`src/rtl/i2c_seq_pkg.sv`:
```
package i2c_seq_pkg;
  localparam int WORD_W   = 10;
  localparam int BIT_START = 8;
  localparam int BIT_STOP  = 9;

  localparam logic [1:0] OP_START = 2'd0;
  localparam logic [1:0] OP_WRITE = 2'd1;
  localparam logic [1:0] OP_READ  = 2'd2;
  localparam logic [1:0] OP_STOP  = 2'd3;

  typedef enum logic [2:0] {
    ST_IDLE,
    ST_START,
    ST_WRITE,
    ST_COUNT,
    ST_READ,
    ST_STOP
  } seq_state_e;
endpackage

```
`src/rtl/i2c_seq_fifo.sv`:
```
module i2c_seq_fifo #(
  parameter int DEPTH = 16,
  parameter int W     = 10,
  localparam int AW   = $clog2(DEPTH)
) (
  input  logic          clk,
  input  logic          rst_n,
  input  logic          flush,
  input  logic          push,
  input  logic [W-1:0]  din,
  input  logic          pop,
  output logic [W-1:0]  head,
  output logic [AW:0]   cnt,
  output logic          full,
  output logic          empty
);
  logic [W-1:0]  mem [DEPTH];
  logic [AW-1:0] wp_q, wp_d, rp_q, rp_d;
  logic [AW:0]   cnt_q, cnt_d;
  logic          do_push, do_pop;

  function automatic logic [AW-1:0] ptr_inc(input logic [AW-1:0] p);
    return (p == AW'(DEPTH - 1)) ? '0 : p + AW'(1);
  endfunction

  assign full    = (cnt_q == (AW+1)'(DEPTH));
  assign empty   = (cnt_q == '0);
  assign do_push = push && !full && !flush;
  assign do_pop  = pop && !empty && !flush;
  assign head    = mem[rp_q];
  assign cnt     = cnt_q;

  always_comb begin
    wp_d  = wp_q;
    rp_d  = rp_q;
    cnt_d = cnt_q;
    if (flush) begin
      wp_d  = '0;
      rp_d  = '0;
      cnt_d = '0;
    end else begin
      if (do_push) wp_d = ptr_inc(wp_q);
      if (do_pop)  rp_d = ptr_inc(rp_q);
      case ({do_push, do_pop})
        2'b10:   cnt_d = cnt_q + (AW+1)'(1);
        2'b01:   cnt_d = cnt_q - (AW+1)'(1);
        default: cnt_d = cnt_q;
      endcase
    end
  end

  always_ff @(posedge clk or negedge rst_n) begin
    if (!rst_n) begin
      wp_q  <= '0;
      rp_q  <= '0;
      cnt_q <= '0;
    end else begin
      wp_q  <= wp_d;
      rp_q  <= rp_d;
      cnt_q <= cnt_d;
    end
  end

  always_ff @(posedge clk) begin
    if (do_push) mem[wp_q] <= din;
  end
endmodule

```
`src/rtl/i2c_seq_ctrl.sv`:
```
module i2c_seq_ctrl
  import i2c_seq_pkg::*;
(
  input  logic              clk,
  input  logic              rst_n,
  input  logic              fifo_empty,
  input  logic [WORD_W-1:0] fifo_head,
  output logic              fifo_pop,
  output logic              fifo_flush,
  output logic              eng_req,
  output logic [1:0]        eng_op,
  output logic [7:0]        eng_byte,
  output logic              eng_mack,
  input  logic              eng_done,
  input  logic              eng_nak,
  input  logic              eng_arb,
  input  logic [7:0]        eng_rdata,
  output logic              rx_valid,
  output logic [7:0]        rx_data,
  output logic              busy,
  output logic              err_stb,
  output logic              arb_stb
);
  seq_state_e state_q, state_d;
  logic [7:0] byte_q, byte_d;
  logic [7:0] remain_q, remain_d;
  logic [7:0] rxd_q, rxd_d;
  logic       rd_q, rd_d;
  logic       stop_q, stop_d;
  logic       busy_q, busy_d;
  logic       rxv_q, rxv_d;

  always_comb begin
    state_d    = state_q;
    byte_d     = byte_q;
    remain_d   = remain_q;
    rxd_d      = rxd_q;
    rd_d       = rd_q;
    stop_d     = stop_q;
    busy_d     = busy_q;
    rxv_d      = 1'b0;
    fifo_pop   = 1'b0;
    fifo_flush = 1'b0;
    err_stb    = 1'b0;
    arb_stb    = 1'b0;
    unique case (state_q)
      ST_IDLE: begin
        if (!fifo_empty) begin
          fifo_pop = 1'b1;
          if (fifo_head[BIT_START]) begin
            byte_d  = fifo_head[7:0];
            rd_d    = fifo_head[0];
            stop_d  = fifo_head[BIT_STOP];
            busy_d  = 1'b1;
            state_d = ST_START;
          end else if (busy_q) begin
            byte_d  = fifo_head[7:0];
            stop_d  = fifo_head[BIT_STOP];
            state_d = ST_WRITE;
          end else begin
            err_stb = 1'b1;
          end
        end
      end
      ST_START, ST_WRITE: begin
        if (eng_done) begin
          if (eng_arb) begin
            fifo_flush = 1'b1;
            arb_stb    = 1'b1;
            busy_d     = 1'b0;
            state_d    = ST_IDLE;
          end else if (eng_nak) begin
            fifo_flush = 1'b1;
            err_stb    = 1'b1;
            state_d    = ST_STOP;
          end else if (state_q == ST_START && rd_q) begin
            state_d = ST_COUNT;
          end else begin
            state_d = stop_q ? ST_STOP : ST_IDLE;
          end
        end
      end
      ST_COUNT: begin
        if (!fifo_empty) begin
          fifo_pop = 1'b1;
          remain_d = fifo_head[7:0];
          stop_d   = fifo_head[BIT_STOP];
          if (fifo_head[7:0] == 8'd0) begin
            state_d = fifo_head[BIT_STOP] ? ST_STOP : ST_IDLE;
          end else begin
            state_d = ST_READ;
          end
        end
      end
      ST_READ: begin
        if (eng_done) begin
          if (eng_arb) begin
            fifo_flush = 1'b1;
            arb_stb    = 1'b1;
            busy_d     = 1'b0;
            state_d    = ST_IDLE;
          end else begin
            rxv_d    = 1'b1;
            rxd_d    = eng_rdata;
            remain_d = remain_q - 8'd1;
            if (remain_q == 8'd1) begin
              state_d = stop_q ? ST_STOP : ST_IDLE;
            end
          end
        end
      end
      ST_STOP: begin
        if (eng_done) begin
          busy_d  = 1'b0;
          state_d = ST_IDLE;
        end
      end
      default: state_d = ST_IDLE;
    endcase
  end

  always_ff @(posedge clk or negedge rst_n) begin
    if (!rst_n) begin
      state_q  <= ST_IDLE;
      byte_q   <= '0;
      remain_q <= '0;
      rxd_q    <= '0;
      rd_q     <= 1'b0;
      stop_q   <= 1'b0;
      busy_q   <= 1'b0;
      rxv_q    <= 1'b0;
    end else begin
      state_q  <= state_d;
      byte_q   <= byte_d;
      remain_q <= remain_d;
      rxd_q    <= rxd_d;
      rd_q     <= rd_d;
      stop_q   <= stop_d;
      busy_q   <= busy_d;
      rxv_q    <= rxv_d;
    end
  end

  always_comb begin
    unique case (state_q)
      ST_START: eng_op = OP_START;
      ST_WRITE: eng_op = OP_WRITE;
      ST_READ:  eng_op = OP_READ;
      ST_STOP:  eng_op = OP_STOP;
      default:  eng_op = OP_START;
    endcase
  end

  assign eng_req  = (state_q == ST_START) || (state_q == ST_WRITE) ||
                    (state_q == ST_READ)  || (state_q == ST_STOP);
  assign eng_byte = byte_q;
  assign eng_mack = (state_q == ST_READ) && (remain_q != 8'd1);
  assign rx_valid = rxv_q;
  assign rx_data  = rxd_q;
  assign busy     = busy_q;
endmodule

```
`src/rtl/i2c_seq_events.sv`:
```
module i2c_seq_events #(
  parameter int DEPTH = 16,
  localparam int CW   = $clog2(DEPTH) + 1,
  localparam int HALF = DEPTH / 2
) (
  input  logic          clk,
  input  logic          rst_n,
  input  logic [CW-1:0] cnt,
  input  logic          busy,
  input  logic          err_stb,
  input  logic          arb_stb,
  output logic          ev_tx_error,
  output logic          ev_arb_lost,
  output logic          ev_tx_empty,
  output logic          ev_tx_half,
  output logic          ev_bus_idle
);
  logic [CW-1:0] cnt_prev_q;
  logic          busy_prev_q;
  logic          err_q, arb_q, empty_q, half_q, idle_q;
  logic          empty_d, half_d, idle_d;

  always_comb begin
    empty_d = (cnt_prev_q != '0) && (cnt == '0);
    half_d  = (cnt_prev_q > CW'(HALF)) && (cnt == CW'(HALF));
    idle_d  = busy_prev_q && !busy;
  end

  always_ff @(posedge clk or negedge rst_n) begin
    if (!rst_n) begin
      cnt_prev_q  <= '0;
      busy_prev_q <= 1'b0;
      err_q       <= 1'b0;
      arb_q       <= 1'b0;
      empty_q     <= 1'b0;
      half_q      <= 1'b0;
      idle_q      <= 1'b0;
    end else begin
      cnt_prev_q  <= cnt;
      busy_prev_q <= busy;
      err_q       <= err_stb;
      arb_q       <= arb_stb;
      empty_q     <= empty_d;
      half_q      <= half_d;
      idle_q      <= idle_d;
    end
  end

  assign ev_tx_error = err_q;
  assign ev_arb_lost = arb_q;
  assign ev_tx_empty = empty_q;
  assign ev_tx_half  = half_q;
  assign ev_bus_idle = idle_q;
endmodule

```
`src/rtl/i2c_cmd_seq.sv`:
```
module i2c_cmd_seq
  import i2c_seq_pkg::*;
#(
  parameter int DEPTH = 16,
  localparam int AW   = $clog2(DEPTH)
) (
  input  logic              clk,
  input  logic              rst_n,
  input  logic              wr_en,
  input  logic [WORD_W-1:0] wr_data,
  input  logic              fifo_reset,
  output logic              tx_full,
  output logic              tx_empty,
  output logic [AW-1:0]     tx_occ,
  output logic              bus_busy,
  output logic              eng_req,
  output logic [1:0]        eng_op,
  output logic [7:0]        eng_byte,
  output logic              eng_mack,
  input  logic              eng_done,
  input  logic              eng_nak,
  input  logic              eng_arb,
  input  logic [7:0]        eng_rdata,
  output logic              rx_valid,
  output logic [7:0]        rx_data,
  output logic              ev_tx_error,
  output logic              ev_arb_lost,
  output logic              ev_tx_empty,
  output logic              ev_tx_half,
  output logic              ev_bus_idle
);
  logic [WORD_W-1:0] head;
  logic [AW:0]       cnt;
  logic              q_empty, pop, seq_flush, err_stb, arb_stb;

  i2c_seq_fifo #(.DEPTH(DEPTH), .W(WORD_W)) u_fifo (
    .clk   (clk),
    .rst_n (rst_n),
    .flush (seq_flush || fifo_reset),
    .push  (wr_en),
    .din   (wr_data),
    .pop   (pop),
    .head  (head),
    .cnt   (cnt),
    .full  (tx_full),
    .empty (q_empty)
  );

  i2c_seq_ctrl u_ctrl (
    .clk        (clk),
    .rst_n      (rst_n),
    .fifo_empty (q_empty || fifo_reset),
    .fifo_head  (head),
    .fifo_pop   (pop),
    .fifo_flush (seq_flush),
    .eng_req    (eng_req),
    .eng_op     (eng_op),
    .eng_byte   (eng_byte),
    .eng_mack   (eng_mack),
    .eng_done   (eng_done),
    .eng_nak    (eng_nak),
    .eng_arb    (eng_arb),
    .eng_rdata  (eng_rdata),
    .rx_valid   (rx_valid),
    .rx_data    (rx_data),
    .busy       (bus_busy),
    .err_stb    (err_stb),
    .arb_stb    (arb_stb)
  );

  i2c_seq_events #(.DEPTH(DEPTH)) u_events (
    .clk         (clk),
    .rst_n       (rst_n),
    .cnt         (cnt),
    .busy        (bus_busy),
    .err_stb     (err_stb),
    .arb_stb     (arb_stb),
    .ev_tx_error (ev_tx_error),
    .ev_arb_lost (ev_arb_lost),
    .ev_tx_empty (ev_tx_empty),
    .ev_tx_half  (ev_tx_half),
    .ev_bus_idle (ev_bus_idle)
  );

  assign tx_empty = q_empty;
  assign tx_occ   = q_empty ? '0 : AW'(cnt - (AW+1)'(1));
endmodule

```
`config.mk`:
```
export PLATFORM = sky130hd
export DESIGN_NAME = i2c_cmd_seq
export DESIGN_NICKNAME = d
export VERILOG_FILES = /design/src/rtl/i2c_seq_pkg.sv /design/src/rtl/i2c_seq_fifo.sv /design/src/rtl/i2c_seq_ctrl.sv /design/src/rtl/i2c_seq_events.sv /design/src/rtl/i2c_cmd_seq.sv
export SDC_FILE = /design/constraint.sdc
export NUM_CORES = 1
export LEC_CHECK = 0
export ABC_AREA = 1
export ABC_CLOCK_PERIOD_IN_PS = 2200
export BUFFER_PORTS_ARGS = -buffer_cell sky130_fd_sc_hd__buf_4
export CORE_MARGIN = 2
export CORE_UTILIZATION = 35
export CTS_BUF_LIST = sky130_fd_sc_hd__clkbuf_16
export CTS_CLUSTER_SIZE = 25
export DETAILED_ROUTE_END_ITERATION = 8
export GPL_TIMING_DRIVEN = 1
export SYNTH_ARGS = -nofsm -noshare
export SYNTH_HDL_FRONTEND = slang
export SYNTH_SLANG_ARGS = --single-unit
```
`constraint.sdc`:
```
create_clock -name clk -period 2.2 [get_ports clk]
set_input_delay 0.44 -clock clk [delete_from_list [all_inputs] [get_ports clk]]
set_output_delay 0.44 -clock clk [all_outputs]
set_load 0.05 [all_outputs]
```
==> results.yml, run 1 <==
clocking:
  clkSlewWorstSetupHoldPaths_ns: 0.06
  cts_tree: "done"
  cts_max_level: 1
  insertion_delay_ns: 0.52
  cts_buffer_depth: 3
  numCtsBuffers: 24
  cts_sinks: 215
  cts_root_buf: "clkbuf_16"
die:
  core-area_mm2: 0.02673
  initial_utilization_pct: 35.40
  die_area_mm2: 0.02836
  die_y_um: 168.4
  ioPinCount: 58
  die_x_um: 168.4
  rows: 60
hold_path:
  hold_path_class: "in2reg"
  min_from: "eng_rdata[0]"
finish:
  final_cells: 1418
  final_cell_mix: "nand2_1 (238), edfxtp_1 (160), nor2_1 (139)"
  syn2layout_area_growth_pct: 22.22
  layout-drive-gt1-share_pct: 17.64
  insertedDiodeCount: 0
  nFillCells: 2553
  mostFrequentLayoutCell: "nand2_1"
  nets: 1095
setup_path:
  max_stage_delay_ns: 0.48
  crit_type: "reg2out"
  rr_startpoint: "u_ctrl.state_q[0]"
  worstSetupStartpointType: "flip-flop"
  path_cells: "nor2_4, nand2_2, buf_6, a21oi_4, buf_6"
  cpMostUsedCell: "buf_6"
  crit_start: "u_ctrl.state_q[1]"
  crit_buf_inv: 2
  slowest_stage: "dfrtp_2"
  endpoint_kind: "output port"
  crit_required_ns: 1.76
  worst-path-max-fanout: 17
  crit_arrival_ns: 1.69
  path_delay_family: "flip-flops"
route:
  wl_um: 22060
  drt.antenna.violating_nets: 0
  first_pass_iters: 5
  vias: 6808
  drtIter0Drc: 558
  post_drt_wl_per_cell_um: 15.56
  viasPerCell: 4.801
  drc: 0
sta:
  tightestPinTransition_ns: 0.7137
  setup_viol: 0
  clock-skew-final_ns: 0.01916
  slew_headroom_pct: 52.42
  maxSlewViolCount: 0
  rsz0062_at_grt: "yes"
  fin_crit_sh_pct: 96.97
  hold_violations: 0
  whs_ns: 0.1357
  fmax_mhz: 468.8
  period_needed_ns: 2.133
yosys:
  synth_cells: 946
  synth_fp_nets: 982
  ys_seq_area_share_pct: 65.34
  ys_warn_count: 0
  synth_seq_cells: 215
  synth_cell_type_count: 34
  avgSynthCellArea_um2: 10.00
  syn_area_mm2: 0.009460
global_route:
  gr-total-overflow: 0
  first_global_vias: 6604
  grt_busiest_layer: "met2"
  grt_use_met3_pct: 2.139
  grt_max_degree: 56
  antenna_found_initial: 0
  grt_use_met2_pct: 25.16
  grt_pass1_wl_um: 35580
  grtUsageTotal_pct: 15.68
  grt_use_met1_pct: 22.88
status:
  status: "finished clean"
placement:
  port_buffers: 57
  dp_cells: 1367
  hpwlAfterDp_um: 14260
  gp_congestion: 0.8557
power_and_ir_drop:
  leakagePower_nw: 4.937
  power_density_mw_per_mm2: 1154
  irDropWorstVdd_mv: 0.5481
flow_run:
  max_cap_violations: 0
-- worst register-to-register path, cell delays in order (launching register included) --
cell and delay [ns]:
dfrtp_1 0.42, inv_1 0.13, nor2_4 0.05, nand2_1 0.08, nand2_1 0.09, o211ai_1 0.09
nand2_1 0.12, nor2_2 0.11, buf_4 0.15, nand2_1 0.11, nor2_1 0.11, buf_4 0.23
-- kinds of logic (layout without fill, tap and decap cells) --
logic type,Yosys count,count (layout),share of synthesized area (%)
AOI/OAI and AO/OA,135,135,7.777
xor gates and xnor gates,5,5,0.4629
adders and majority gates,11,11,1.455
DFF,215,215,65.34
and+or+nand+nor,459,459,19.35
buffers and inverters,121,252,5.621
-- sequential cells by signal, summed over array words and instances (netlist names), 3 cells and up --
signal and cells:
u_ctrl.eng_byte 8, u_ctrl.remain_q 8, u_ctrl.rx_data 8, u_ctrl.state_q 3, u_events.cnt_prev_q 5, u_fifo.cnt 5
u_fifo.mem 160, u_fifo.rp_q 4, u_fifo.wp_q 4
-- power by group --
part	internal, W	total [W]	switching [W]
clock	0.00212	0.00370	0.00158
combinational	0.00162	0.00465	0.00303
sequential	0.00473	0.00499	0.000257
-- routing by layer --
layer | share of wire (%) | up-vias
met2 | 45 | 167
met5 | 0 | -
met1 | 49 | 3232
li1 | - | 3378
met3 | 4.6 | 31
met4 | 1.6 | 0
-- what timing repair did --
action	CTS	global route
resized for setup	16	29
pin swaps	1	6
endpoints found under the hold margin	7	0
hold buffers	1	0
setup endpoints to repair	7	15
buffers inserted	2	4
cloned	0	0
-- final timing paths --
| kind | cells after the start | end | slack (ns) |
|---|---|---|---|
| setup / recovery | 5 | eng_mack | 0.07 |
| hold / removal | 3 | u_ctrl.rx_data[0] | 0.14 |
| setup reg to reg | 11 | u_fifo.mem[10][0] | 0.19 |
| hold reg to reg | 2 | u_events.ev_bus_idle | 0.45 |
| max in group asynchronous | 2 | u_ctrl.state_q[1] | 1.17 |
| min in group asynchronous | 2 | u_ctrl.remain_q[4] | 0.52 |
-- Yosys cell counts --
cell | number | share of area, %
nor2_1 | 150 | 6.0
nor2_2 | 3 | 0.20
a31oi_1 | 1 | 0.066
ha_1 | 11 | 1.5
dfrtp_1 | 55 | 15
nand3_1 | 45 | 2.4
a22o_1 | 1 | 0.093
o22ai_2 | 1 | 0.13
nand2_2 | 1 | 0.066
o211ai_1 | 8 | 0.63
o22ai_1 | 4 | 0.26
o21ai_1 | 24 | 1.3
clkbuf_1 | 7 | 0.28
buf_2 | 17 | 0.90
buf_6 | 5 | 0.60
o21a_1 | 2 | 0.16
nor4_1 | 2 | 0.13
inv_1 | 83 | 3.3
nand3b_1 | 1 | 0.079
o21ai_2 | 1 | 0.093
a21oi_1 | 19 | 1.0
inv_2 | 3 | 0.12
nor3b_1 | 2 | 0.16
buf_4 | 5 | 0.40
a221oi_1 | 1 | 0.093
o311ai_0 | 2 | 0.19
o31ai_1 | 1 | 0.079
edfxtp_1 | 160 | 51
nand2_1 | 239 | 9.5
o21ai_0 | 70 | 3.7
xor2_1 | 5 | 0.46
nor3_1 | 12 | 0.63
clkinv_1 | 1 | 0.040
nand4_1 | 4 | 0.26
-- area by class of cell --
type	instances	area [µm²]	area share, %
clock inverters	18	81.33	0.7034
repair buffers	121	1018	8.809
inverters	87	326.6	2.824
clock buffers	26	650.6	5.627
well taps	341	426.7	3.690
multi-input cells	610	2875	24.87
flip-flops and latches	215	6183	53.48
-- through the flow --
step	worst slack, ns	TNS (ns)	cell area [µm²]	total power (W)	utilization [%]
floorplan	0.003643	0	9465	0.008018	-
global placement	0.1211	0	10610	0.009400	39.69
detailed placement	0.04299	0	10610	0.009440	39.69
CTS	0.007740	0	11430	0.01328	42.76
global route	-0.02330	-0.04808	11560	0.01414	43.26
finish	0.06669	0	11560	0.01334	43.26
(Power assumes the default switching activity.)
==> run 2, diff against run 1 <==
--- a/config.mk
+++ b/config.mk
@@ -6,7 +6,7 @@
 export NUM_CORES = 1
 export LEC_CHECK = 0
 export ABC_AREA = 1
-export ABC_CLOCK_PERIOD_IN_PS = 2200
+export ABC_CLOCK_PERIOD_IN_PS = 2700
 export BUFFER_PORTS_ARGS = -buffer_cell sky130_fd_sc_hd__buf_4
 export CORE_MARGIN = 2
 export CORE_UTILIZATION = 35
==> constraint.sdc (replaced) <==
create_clock -name clk -period 2.7 [get_ports clk]
set_input_delay 0.54 -clock clk [delete_from_list [all_inputs] [get_ports clk]]
set_output_delay 0.54 -clock clk [all_outputs]
set_load 0.05 [all_outputs]
==> run 2 against run 1 <==
  * Clock power fell by 25%
  * Sequential cell count did not move
  * Via count fell by 1.7%
  * Hold slack got worse by 0.063 ns
  * Critical path depth rose by 2
==> results.yml, run 2 (same netlist as run 1, synthesis figures left out) <==
status:
  status: "finished clean"
clocking:
  postCtsSetupRepairBufs: 0
  clkSlewWorstSetupHoldPaths_ns: 0.06
  cts_root_buf: "clkbuf_16"
  insertion_delay_ns: 0.51
  postCtsHoldBufs: 0
  numCtsBuffers: 23
  cts_resized: 0
  cts_sinks: 215
  cts_max_level: 1
  cts_buffer_depth: 3
  cts_tree: "done"
finish:
  insertedDiodeCount: 0
  mostFrequentLayoutCell: "nand2_1"
  syn2layout_area_growth_pct: 16.99
  layout-drive-gt1-share_pct: 12.72
  final_area_mm2: 0.01107
  largest_register: "u_fifo.mem"
  final_cell_mix: "nand2_1 (239), edfxtp_1 (160), nor2_1 (149)"
  nets: 1066
  largest_reg_flops: 160
power_and_ir_drop:
  irDropWorstVdd_mv: 0.4821
  leakagePower_nw: 4.711
  power.total_w: 0.01022
  power_density_mw_per_mm2: 923.4
setup_path:
  crit_arrival_ns: 1.89
  worstSetupStartpointType: "flip-flop"
  crit_required_ns: 2.16
  worst-path-max-fanout: 5
  crit_type: "reg2out"
  endpoint_kind: "output port"
sta:
  fin_crit_sh_pct: 90.01
  clock-skew-final_ns: 0.007362
  setup_viol: 0
  setup_ws_ns: 0.2698
  period_needed_ns: 2.430
  hold_violations: 0
  fin_setup_tns_ns: 0
  tightestPinTransition_ns: 0.7061
  rsz0062_at_grt: "no"
  maxSlewViolCount: 0
  slew_headroom_pct: 52.93
  fmax_mhz: 411.5
die:
  initial_utilization_pct: 35.40
  die_area_mm2: 0.02836
  die_y_um: 168.4
  die_x_um: 168.4
  core-area_mm2: 0.02673
  ioPinCount: 58
  rows: 60
placement:
  pre_cts_ws_ns: 0.2872
  port_buffers: 57
  gp_congestion: 0.8231
  hpwlAfterDp_um: 13650
  place_area_mm2: 0.01041
route:
  viasPerCell: 4.823
  post_drt_wl_per_cell_um: 15.38
  wl_um: 21340
  drtIter0Drc: 579
  first_pass_iters: 6
  vias: 6690
  drt.antenna.violating_nets: 0
  drc: 0
global_route:
  first_global_vias: 6445
  antenna_found_initial: 0
  grt_pass1_wl_um: 34370
  grt_max_degree: 81
  gr-total-overflow: 0
  grtUsageTotal_pct: 15.23
hold_path:
  hold_path_class: "in2async"
flow_run:
  max_cap_violations: 0
-- run 2: cell types whose count changed in the layout (fill, tap and decap cells not counted), sizes merged --
| cell | previous run | this run |
|---|---|---|
| buf | 120 | 93 |
| inv | 94 | 95 |
| clkinv | 11 | 8 |
| clkinvlp | 0 | 2 |
| clkbuf | 26 | 23 |
| dlygate4sd3 | 1 | 0 |
-- run 2: report_power, final --
part / internal (W) / total, W / switching, W
Combinational: 0.00103 / 0.00337 / 0.00235
Sequential: 0.00386 / 0.00406 / 0.000207
Clock: 0.00154 / 0.00278 / 0.00124
-- run 2: worst paths after layout --
kind                                    start                     end  slack [ns]  depth (start not counted)
max in group asynchronous               rst_n          u_fifo.rp_q[0]        2.11                          1
min in group clk                 eng_rdata[0]       u_ctrl.rx_data[0]        0.23                          3
worst max register to register  u_fifo.cnt[0]           u_fifo.cnt[2]        0.32                         11
worst max-delay path            u_fifo.cnt[0]               tx_occ[3]        0.27                          7
worst min register to register  u_fifo.cnt[0]  u_events.cnt_prev_q[0]        0.45                          0
worst min-delay path                    rst_n      u_ctrl.eng_byte[2]        0.07                          1
-- run 2: layout make-up --
class                           instances  area [µm²]
Multi-Input combinational cell        610        2750
Clock buffer                           23       575.6
Clock inverter                         18       82.58
Inverter                               87       326.6
Sequential cell                       215        6183
Fill cell                            2615       15660
Timing Repair Buffer                   93       723.2
Tap cell                              341       426.7
-- run 2: metrics by stage --
step / std cells / utilization [%] / hold WS [ns]
final: 1387 / 41.41 / 0.07317
after global routing: 1387 / 41.41 / 0.1308
after CTS: 1387 / 41.40 / 0.09888
after detailed placement: 1346 / 38.94 / 0.4398
after global placement: 1346 / 38.94 / 0.4350
after floorplan: 946 / - / 0.2444
-- run 2: routing by layer --
metal / track usage [%] / wire [µm] / up-vias
met1: 21.42 / 10190 / 3194
met2: 25.00 / 9798 / 145
met5: 0 / 0 / -
met3: 2.257 / 890 / 34
li1: - / - / 3317
met4: 3.561 / 456 / 0
-- run 2: critical path: stages, from the launching register on --
cell	delay (ns)
dfrtp_1	0.40
inv_1	0.12
ha_1	0.24
nand3_1	0.12
buf_4	0.15
inv_1	0.05
nor2_1	0.10
buf_4	0.20
==> run 3, diff against run 2 <==
--- a/config.mk
+++ b/config.mk
@@ -8,12 +8,14 @@
 export ABC_AREA = 1
 export ABC_CLOCK_PERIOD_IN_PS = 2700
 export BUFFER_PORTS_ARGS = -buffer_cell sky130_fd_sc_hd__buf_4
+export CAP_MARGIN = 10
 export CORE_MARGIN = 2
 export CORE_UTILIZATION = 35
 export CTS_BUF_LIST = sky130_fd_sc_hd__clkbuf_16
 export CTS_CLUSTER_SIZE = 25
 export DETAILED_ROUTE_END_ITERATION = 8
 export GPL_TIMING_DRIVEN = 1
+export REMOVE_ABC_BUFFERS = 1
 export SYNTH_ARGS = -nofsm -noshare
 export SYNTH_HDL_FRONTEND = slang
 export SYNTH_SLANG_ARGS = --single-unit
==> run 3 against run 2 <==
  * Clock-buffer cell count rose by 1
  * Non-clock buffer count is 6 lower
  * Combinational power barely moved
  * Hold slack worse by 0.0056 ns
  * Power up 2.8%
  * Fmax fell by 0.69%
  * Core utilization increased by 0.25 points
  * Routed wire length increased by 0.73%
  * Sequential share of layout area down 0.35 points
  * Via count down 0.18%
  * Clock skew grew 0.012 ns
  * Largest power group unchanged
==> results.yml, run 3 (same netlist as run 1, synthesis figures left out) <==
route:
  drtIter0Drc: 678
  wl_um: 21490
  wl_met3_um: 980
  vias: 6678
  met1_length_um: 9928
  first_pass_iters: 5
  drc: 0
  drt.antenna.violating_nets: 0
  post_drt_wl_per_cell_um: 15.54
  viasPerCell: 4.829
  wl_met2_um: 10050
  dr.max_layer_used: "met4"
die:
  rows: 60
  initial_utilization_pct: 35.40
  die_y_um: 168.4
  die_area_mm2: 0.02836
  core-area_mm2: 0.02673
  die_x_um: 168.4
  ioPinCount: 58
sta:
  clock-skew-final_ns: 0.01918
  hold_violations: 0
  fin_crit_sh_pct: 90.63
  fmax_mhz: 408.7
  tightestPinTransition_ns: 0.7042
  setup_viol: 0
  slew_headroom_pct: 53.05
  maxSlewViolCount: 0
  rsz0062_at_grt: "no"
  period_needed_ns: 2.447
clocking:
  cts_max_level: 1
  cts_buffer_depth: 3
  numCtsBuffers: 24
  postCtsHoldBufs: 0
  cts_tree: "done"
  cts_root_buf: "clkbuf_16"
  insertion_delay_ns: 0.53
  cts_sinks: 215
  clkSlewWorstSetupHoldPaths_ns: 0.06
global_route:
  grt_max_degree: 56
  antenna_found_initial: 0
  grt_pass1_wl_um: 35010
  grtUsageTotal_pct: 15.49
  first_global_vias: 6565
  gr-total-overflow: 0
finish:
  final_area_mm2: 0.01114
  final_cell_mix: "nand2_1 (239), edfxtp_1 (160), nor2_1 (149)"
  syn2layout_area_growth_pct: 17.71
  largest_register: "u_fifo.mem"
  multi_input_comb_area_mm2: 0.002750
  utilization_pct: 41.67
  largest_reg_flops: 160
  nFillCells: 2524
  seq_area_mm2: 0.006182
  nets: 1061
  mostFrequentLayoutCell: "nand2_1"
  layout-drive-gt1-share_pct: 12.57
  insertedDiodeCount: 0
hold_path:
  hold_path_class: "in2async"
setup_path:
  crit_buf_inv: 3
  ff2ff_setup_slack_ns: 0.25
  path_delay_family: "adder cells"
  rr_startpoint: "u_fifo.cnt[0]"
  crit_start: "u_fifo.cnt[0]"
  path_cells: "inv_1, ha_1, nand3_1, nand2_1, nor2_1, nor2_1, inv_2, ha_1, inv_1, o21ai_0, a221oi_1"
  crit_arrival_ns: 2.86
  crit_required_ns: 3.11
  crit_type: "reg2reg"
  endpoint_kind: "flip-flop"
  worst-path-max-fanout: 7
  worstSetupStartpointType: "flip-flop"
  slowest_stage: "dfrtp_1"
  max_stage_delay_ns: 0.42
power_and_ir_drop:
  irDropWorstVdd_mv: 0.4988
  power_density_mw_per_mm2: 943.2
  leakagePower_nw: 4.742
placement:
  port_buffers: 57
  hpwlAfterDp_um: 13670
  place_area_mm2: 0.01039
  gp_congestion: 0.8493
flow_run:
  max_cap_violations: 0
status:
  status: "finished clean"
==> run 3: worst reg2reg max path: cells and delay by family (launching register included) <==
family	cells	cell delay (ns)
AO/OA/AOI/OAI	2	0.39
adder cells (fa/ha/maj)	2	0.57
buffers and inverters	3	0.41
flip-flops	1	0.42
AND/OR/NAND/NOR	4	0.56
==> run 3: path summary, 6_finish.rpt <==
kind | end | depth (start not counted)
max | u_fifo.cnt[2] | 11
min in group clk | u_ctrl.rx_data[5] | 3
min reg2reg | u_events.cnt_prev_q[4] | 0
min | u_ctrl.eng_byte[2] | 1
max in group asynchronous | u_fifo.rp_q[0] | 1
max reg2reg | u_fifo.cnt[2] | 11
==> run 3: area by class of cell <==
cell class                      instances  share of cell area, %
Multi-Input combinational cell        610                  24.70
Sequential cell                       215                  55.52
Timing Repair Buffer                   87                  6.315
Clock inverter                         19                  1.315
Tap cell                              341                  3.831
Clock buffer                           24                  5.393
Inverter                               87                  2.933
==> run 3: metrics by stage <==
| step | cells | setup WS (ns) | hold WS [ns] | total power (W) | TNS [ns] |
|---|---|---|---|---|---|
| floorplan | 912 | -0.8770 | 0.2444 | 0.006382 | -16.33 |
| global placement | 1340 | 0.3548 | 0.4359 | 0.007455 | 0 |
| detailed placement | 1340 | 0.2761 | 0.4456 | 0.007489 | 0 |
| CTS | 1383 | 0.2394 | 0.09646 | 0.01061 | 0 |
| global route | 1383 | 0.03431 | 0.1238 | 0.01113 | 0 |
| finish | 1383 | 0.2530 | 0.06755 | 0.01050 | 0 |
==> run 3: timing repair <==
item / 4_1_cts / 5_1_grt
buffers inserted: 0 / 0
endpoints found under the setup margin: 0 / 1
gates resized for setup: 0 / 1
==> run 3: power by group <==
group / switching (W) / leakage [nW] / internal (W)
Sequential: 0.000198 / 2.16 / 0.00386
Combinational: 0.00234 / 2.18 / 0.00102
Clock: 0.00129 / 0.397 / 0.00180
Total: 0.00382 / 4.74 / 0.00668
==> run 3: routing by layer <==
metal  vias to the layer above  track usage, %
met4                         0           4.123
met5                         -               0
met1                      3170           21.05
met2                       148           25.84
met3                        45           2.539
li1                       3315               -
